<file path="src/rtl/pred_pkg.sv">
package pred_pkg;

    localparam int PRED_CODE_W = 3;
    localparam int NUM_COND    = 5;

    typedef enum logic [PRED_CODE_W-1:0] {
        PC_NONE = 3'd0,
        PC_B0   = 3'd1,
        PC_B1   = 3'd2,
        PC_B2   = 3'd3,
        PC_A1   = 3'd4,
        PC_A2   = 3'd5,
        PC_RSV6 = 3'd6,
        PC_RSV7 = 3'd7
    } pred_code_e;

    // Codes that name a real condition register
    function automatic logic code_is_reg(input logic [PRED_CODE_W-1:0] code);
        return (code >= 3'(PC_B0)) && (code <= 3'(PC_A2));
    endfunction

    // Bit index within the condition-register shadow
    function automatic int unsigned cond_index(input logic [PRED_CODE_W-1:0] code);
        return int'(code) - 1;
    endfunction

endpackage

</file>
<file path="src/rtl/pred_cond_bank.sv">
module pred_cond_bank
    import pred_pkg::*;
#(
    parameter int DATA_W = 32
) (
    input  logic                   clk,
    input  logic                   rst_n,
    input  logic                   wb_valid,
    input  logic [PRED_CODE_W-1:0] wb_code,
    input  logic [DATA_W-1:0]      wb_data,
    output logic [NUM_COND-1:0]    cond_bits
);

    logic wb_truth;
    assign wb_truth = |wb_data;

    logic [NUM_COND-1:0] cond_q;

    for (genvar g = 0; g < NUM_COND; g++) begin : g_cond
        localparam logic [PRED_CODE_W-1:0] MY_CODE = PRED_CODE_W'(g + 1);
        always_ff @(posedge clk or negedge rst_n) begin
            if (!rst_n) begin
                cond_q[g] <= 1'b0;
            end else if (wb_valid && (wb_code == MY_CODE)) begin
                cond_q[g] <= wb_truth;
            end
        end
    end

    assign cond_bits = cond_q;


    wb_update_chk: assert property (@(posedge clk) disable iff (!rst_n)
        (wb_valid && code_is_reg(wb_code))
        |=> (cond_q[cond_index($past(wb_code))] == ($past(wb_data) != '0)));


    wb_ignore_chk: assert property (@(posedge clk) disable iff (!rst_n)
        (wb_valid && !code_is_reg(wb_code)) |=> $stable(cond_q));


    idle_hold_chk: assert property (@(posedge clk) disable iff (!rst_n)
        !wb_valid |=> $stable(cond_q));

endmodule

</file>
<file path="src/rtl/pred_slot_eval.sv">
module pred_slot_eval
    import pred_pkg::*;
(
    input  logic                   clk,
    input  logic                   rst_n,
    input  logic                   valid,
    input  logic [PRED_CODE_W-1:0] code,
    input  logic                   inv,
    input  logic [NUM_COND-1:0]    cond_bits,
    output logic                   en
);

    logic pass;

    always_comb begin
        pass = 1'b0;
        unique case (pred_code_e'(code))
            PC_NONE: pass = !inv;
            PC_B0, PC_B1, PC_B2, PC_A1, PC_A2:
                     pass = cond_bits[cond_index(code)] ^ inv;
            PC_RSV6, PC_RSV7:
                     pass = 1'b0;
        endcase
    end

    assign en = valid & pass;


    no_valid_chk: assert property (@(posedge clk) disable iff (!rst_n)
        !valid |-> !en);


    uncond_chk: assert property (@(posedge clk) disable iff (!rst_n)
        (valid && code == 3'(PC_NONE) && !inv) |-> en);


    reserved_chk: assert property (@(posedge clk) disable iff (!rst_n)
        (code == 3'(PC_RSV6) || code == 3'(PC_RSV7) || (code == 3'(PC_NONE) && inv)) |-> !en);

endmodule

</file>
<file path="src/rtl/pred_enable_unit.sv">
module pred_enable_unit
    import pred_pkg::*;
#(
    parameter int NUM_SLOTS = 8,
    parameter int DATA_W    = 32
) (
    input  logic                             clk,
    input  logic                             rst_n,
    input  logic                             wb_valid,
    input  logic [PRED_CODE_W-1:0]           wb_code,
    input  logic [DATA_W-1:0]                wb_data,
    input  logic [NUM_SLOTS-1:0]             slot_valid,
    input  logic [NUM_SLOTS*PRED_CODE_W-1:0] slot_code,
    input  logic [NUM_SLOTS-1:0]             slot_inv,
    output logic [NUM_SLOTS-1:0]             slot_en
);

    logic [NUM_COND-1:0] cond_bits;

    pred_cond_bank #(.DATA_W(DATA_W)) i_bank (
        .clk       (clk),
        .rst_n     (rst_n),
        .wb_valid  (wb_valid),
        .wb_code   (wb_code),
        .wb_data   (wb_data),
        .cond_bits (cond_bits)
    );

    for (genvar s = 0; s < NUM_SLOTS; s++) begin : g_slot
        pred_slot_eval i_eval (
            .clk       (clk),
            .rst_n     (rst_n),
            .valid     (slot_valid[s]),
            .code      (slot_code[s*PRED_CODE_W +: PRED_CODE_W]),
            .inv       (slot_inv[s]),
            .cond_bits (cond_bits),
            .en        (slot_en[s])
        );
    end

    for (genvar p = 0; p + 1 < NUM_SLOTS; p++) begin : g_pair
        logic same_reg;
        assign same_reg = slot_valid[p] && slot_valid[p+1]
                       && code_is_reg(slot_code[p*PRED_CODE_W +: PRED_CODE_W])
                       && (slot_code[p*PRED_CODE_W +: PRED_CODE_W]
                           == slot_code[(p+1)*PRED_CODE_W +: PRED_CODE_W])
                       && (slot_inv[p] != slot_inv[p+1]);

        pair_excl_chk: assert property (@(posedge clk) disable iff (!rst_n)
            same_reg |-> (slot_en[p] ^ slot_en[p+1]));
    end

endmodule

</file>
<file path="config.mk">
export PLATFORM = sky130hd
export DESIGN_NAME = pred_enable_unit
export DESIGN_NICKNAME = d
export VERILOG_FILES = /design/src/rtl/pred_pkg.sv /design/src/rtl/pred_cond_bank.sv /design/src/rtl/pred_slot_eval.sv /design/src/rtl/pred_enable_unit.sv
export SDC_FILE = /design/constraint.sdc
export NUM_CORES = 1
export LEC_CHECK = 0
export BUFFER_PORTS_ARGS = -buffer_cell sky130_fd_sc_hd__buf_2
export CAP_MARGIN = 20
export CORE_ASPECT_RATIO = 1.25
export CORE_MARGIN = 2
export CORE_UTILIZATION = 40
export DETAILED_ROUTE_END_ITERATION = 7
export PLACE_DENSITY = 0.69
export SETUP_SLACK_MARGIN = 0.2
export SYNTH_ARGS = -nofsm -noshare
export SYNTH_HDL_FRONTEND = slang
export SYNTH_SLANG_ARGS = --single-unit
export TNS_END_PERCENT = 1
</file>
<file path="constraint.sdc">
create_clock -name clk -period 2 [get_ports clk]
set_clock_uncertainty 0.2 [all_clocks]
set_input_delay 0 -clock clk [delete_from_list [all_inputs] [get_ports clk]]
set_output_delay 0 -clock clk [all_outputs]
set_load 0.02 [all_outputs]
</file>
== Yosys cells after proc, flatten, opt, wreduce, memory -nomap -nowiden ==
Cells that the tools add are included.

* Add/sub/neg operators: 8
* Magnitude comparators: 8
* Eq/ne operators: 61
* Mux-type cells: 24
* Bitwise gates (word level): 16
* Reductions and logical operators: 38

{| class="wikitable"
|+ Operator list
! cell !! number
|-
| $lt 32x4->1 const B || 8
|-
| $eq 3x3->1 const B || 34
|-
| $eq 3x2->1 const B || 18
|-
| $reduce_or 5->1 || 8
|-
| $reduce_or 32->1 || 1
|-
| $sub 3x1->4 const B || 8
|-
| $eq 3x1->1 const B || 9
|-
| $bmux 1 s3 || 8
|-
| $logic_not 3->1 || 8
|-
| $pmux 1 s3 || 8
|-
| $reduce_or 2->1 || 8
|-
| $and 1x1->1 || 8
|-
| $logic_not 1->1 || 8
|-
| $mux 1 || 8
|-
| $xor 1x1->1 || 8
|-
| $logic_and 1x1->1 || 5
|}

* Bits in registers: 5
* Bits of input ports: 78
* Word-level logic and storage cells: 160

== Longest topological paths before layout ==
* Depth in word-level cells: 6
* Depth in mapped cells: 7
* Depth with buffers taken out: 6

== Hierarchy ==
Synthesis repeated with hierarchy kept, for this count alone.

* Cell total of the unflattened synthesis: 206
* Area total of the unflattened synthesis: 1780.5 µm²

{| class="wikitable"
|+ Modules (own cells, without submodules)
! module !! instances !! cells an instance !! area each (µm²)
|-
| pred_slot_eval || 8 || 22 || 178.9
|-
| pred_cond_bank || 1 || 30 || 349.1
|}

== Least setup slack after synthesis ==
OpenSTA, ideal clock, no wires.

* Path kind: register to output
* From: reg i_bank.cond_q[0], in the netlist i_bank.cond_bits[0]
* To: out slot_en[0]
* Arrival time: 1.267 ns
* Data required time: 1.800 ns
* Slack: 0.533 ns
* Stages on the path, launching flop included: 7
* Path buffers: 2
* Path through: dfrtp_1 -> buf_2 -> mux2i_1 -> mux2i_1 -> a211oi_2 -> mux2i_1 -> buf_4

* Word-level cells in the longest chain between the ends: 5

{| class="wikitable"
|+ RTL lines
! item !! RTL line !! RTL
|-
| from (decl) || pred_cond_bank.sv:17 || <nowiki>logic [NUM_COND-1:0] cond_q;</nowiki>
|-
| from (signal, indexed assignment) || pred_cond_bank.sv:25 || <nowiki>cond_q[g] <= wb_truth;</nowiki>
|-
| $bmux 1 s3 || pred_slot_eval.sv:20 || <nowiki>pass = cond_bits[cond_index(code)] ^ inv;</nowiki>
|-
| $mux 1 (implied by the code) || pred_slot_eval.sv:20 ||
|-
| $xor 1x1->1 || pred_slot_eval.sv:20 ||
|-
| $pmux 1 s3 || pred_slot_eval.sv:17 || <nowiki>unique case (pred_code_e'(code))</nowiki>
|-
| $and 1x1->1 || pred_slot_eval.sv:26 || <nowiki>assign en = valid & pass;</nowiki>
|-
| to (decl) || pred_enable_unit.sv:15 || <nowiki>output logic [NUM_SLOTS-1:0] slot_en</nowiki>
|}

No other way between the ends. The select of a mux whose other input is x is not followed.

== Final worst setup path ==
* From: reg i_bank.cond_q[0], in the netlist i_bank.cond_bits[0]
* To: out slot_en[2]

Same word-level chain as after synthesis.

==> results.json <==
{
  "cts_tree": "yes",
  "min_path_type": "input port to register",
  "diodes": 0,
  "period_minus_slack_ps": 1780,
  "grt_usage_pct": 15.2,
  "maxSlewHeadroom_pct": 75.8,
  "hpwl_um": 3170,
  "synth_cell_types": 24,
  "crit_path_start": "i_bank.cond_bits[0]",
  "fillers": 423,
  "core-area_um2": 4360,
  "final_max_slew_viol_count": 0,
  "maxCapViolCount": 0,
  "worstMarginPinSlew_ps": 359,
  "rsz0062_at_grt": "yes",
  "synthSimpleGateAreaFrac_pct": 20.2,
  "initial_core_util_pct": 41.4,
  "die_w_um": 64.1,
  "layout_setup_ws_ps": 215,
  "yosysTopAreaCellShare_pct": 27.7,
  "required_ps": 1800,
  "finalHoldViolCount": 0,
  "finalCritPeriodShare_pct": 89.2,
  "regArea_um2": 130,
  "cts_made_buffers": 3,
  "synthTopCellsByArea": "ha_1 (28%), mux2i_1 (18%), dfrtp_1 (6.9%), a211oi_2 (5.5%), inv_1 (5.0%)",
  "synth-adder-area-share_pct": 27.7,
  "io_pins": 86,
  "synthesis.nets": 339,
  "layout-drive-gt1-share_pct": 33.2,
  "start_kind": "register",
  "rows": 27,
  "clkSinkCount": 5,
  "yosysTopAreaCell": "ha_1",
  "layout.nets": 426,
  "setup_tns_ps": 0,
  "yosysMostFrequentCell": "ha_1",
  "drt_iter0_drc": 12,
  "async_flop_share_pct": 100,
  "p_leak_nw": 1.31,
  "peakVddDrop_mv": 0.227,
  "grt_pass1_wl_um": 6400,
  "cp.arrival_ps": 1580,
  "wirelength_um": 3720,
  "timing.rr.start": "i_bank.cond_bits[0]",
  "worstSetupEndpointType": "output port",
  "first_pass_iters": 4,
  "ys_seq_elements": 5,
  "synth-compound-area-share_pct": 13.1,
  "antenna_found_initial": 0,
  "grt_max_degree": 10,
  "synth_seq_area_share_pct": 6.93,
  "vias_per_cell": 4.94,
  "synth_top_family_by_area": "adder cells",
  "synth-xor-area-share_pct": 3.88,
  "ant_nets": 0,
  "clk_latency_ps": 220,
  "synthMuxAreaShare_pct": 18.4,
  "power.density_nw_per_um2": 329,
  "area_delta_synth_final_pct": 31.3,
  "die_y_um": 79.1,
  "fp.dieArea_um2": 5070,
  "path_clk_slew_ps": 30,
  "pre_cts_slack_ps": 241,
  "vias": 1804,
  "synth_cells": 221,
  "synth-edff-count": 0,
  "cts_buffer_depth": 2,
  "root_buffer": "clkbuf_8",
  "placed_area_um2": 2220,
  "status": "complete, no violations",
  "setup_viol": 0,
  "largest_reg_flops": 5,
  "yosys_warnings": 0,
  "worstSetupPathType": "register to output port",
  "multi_input_area_um2": 1500,
  "crit_fanout": 9,
  "synth_flop_cell": "dfrtp_1",
  "fin_area_um2": 2370,
  "gr-total-overflow": 0,
  "grt_pass1_vias": 1649,
  "drc_errors": 0,
  "buffer_ports.inserted": 85,
  "fmax_mhz": 560,
  "cts_max_level": 1,
  "syn_avg_cell_area_um2": 8.16,
  "netlist_area_um2": 1800,
  "wire_per_inst_um": 10.2,
  "synth_commonest_cells": "ha_1 (40), mux2i_1 (32), inv_1 (24)",
  "place_congestion": 0.795,
  "min-delay-start": "wb_data[22]"
}
worst max-delay path, stage by stage (launching register included):
cell	delay, ps
dfrtp_2	460
mux2i_1	160
mux2i_1	100
a211oi_2	240
mux2i_1	220
buf_2	180
kinds of logic after synthesis:
logic type,Yosys count
buffers and inverters,37
multiplexers,33
adder cells (fa/ha/maj),40
AO/OA/AOI/OAI,29
XOR/XNOR,8
flip-flops,5
AND/OR/NAND/NOR,69
routing by layer:
layer | routed length (um) | vias up | track usage (%)
met5 | 0 | - | 0
met4 | 41 | 0 | 5.87
met3 | 208 | 4 | 1.27
met2 | 1890 | 62 | 29.4
met1 | 1590 | 796 | 16.9
li1 | - | 942 | -
final cells by class:
cell class	count	area share, %
multi-input combinational	179	63.5
timing repair buffer	95	22.3
sequential	5	5.49
inverter	24	3.80
tap	58	3.06
clock buffer	4	1.90
cell usage in the layout (no fill, tap or decap), drive strengths merged:
| cell type | Yosys | layout |
|---|---|---|
| a211oi | 8 | 8 |
| or2 | 1 | 1 |
| nor4 | 8 | 8 |
| o21ai | 1 | 1 |
| mux2 | 1 | 1 |
| ha | 40 | 40 |
| xor2 | 8 | 8 |
| a31oi | 1 | 1 |
| a21oi | 11 | 11 |
| dfrtp | 5 | 5 |
| or2b | 8 | 8 |
| buf | 11 | 86 |
| nand4 | 2 | 2 |
| or3 | 8 | 8 |
| nor3 | 9 | 9 |
| nor4bb | 2 | 2 |
| mux2i | 32 | 32 |
| inv | 24 | 24 |
| o311ai | 8 | 8 |
| nand2 | 18 | 18 |
| clkbuf | 2 | 4 |
| nor2 | 12 | 12 |
| nand4b | 1 | 1 |
| dlygate4sd3 | 0 | 9 |
what timing repair did:
action,CTS,global route
setup buffers,0,1
setup endpoints to repair,8,9
hold buffers,9,0
gates resized for setup,3,3
pin swaps,1,1
hold endpoints to repair,10,0
per-stage QoR:
stage               std cells  power (mW)  hold slack, ps  util (%)
global route              365       0.858            66.0      54.4
floorplan                 221       0.453            -496         -
detailed placement        351       0.582            -383      50.9
CTS                       364       0.786            20.0      54.1
global placement          351       0.574            -386      50.9
finish                    365       0.780            25.5      54.4
report_power, final:
group | internal [mW] | switching (mW) | total [mW]
Clock | 0.136 | 0.0454 | 0.182
Combinational | 0.236 | 0.228 | 0.464
Sequential | 0.112 | 0.0232 | 0.135
Total | 0.484 | 0.296 | 0.780
path summary, 6_finish.rpt:
kind | slack [ps] | cells past startpoint | endpoint
max in group asynchronous | 870 | 3 | i_bank.cond_bits[1]
hold reg to reg | 420 | 2 | i_bank.cond_bits[2]
setup reg to reg | 380 | 4 | i_bank.cond_bits[0]
hold / removal | 30 | 5 | i_bank.cond_bits[1]
min in group asynchronous | 520 | 3 | i_bank.cond_bits[4]
setup / recovery | 220 | 5 | slot_en[2]
Note: power is estimated with default switching activity, not from simulation.
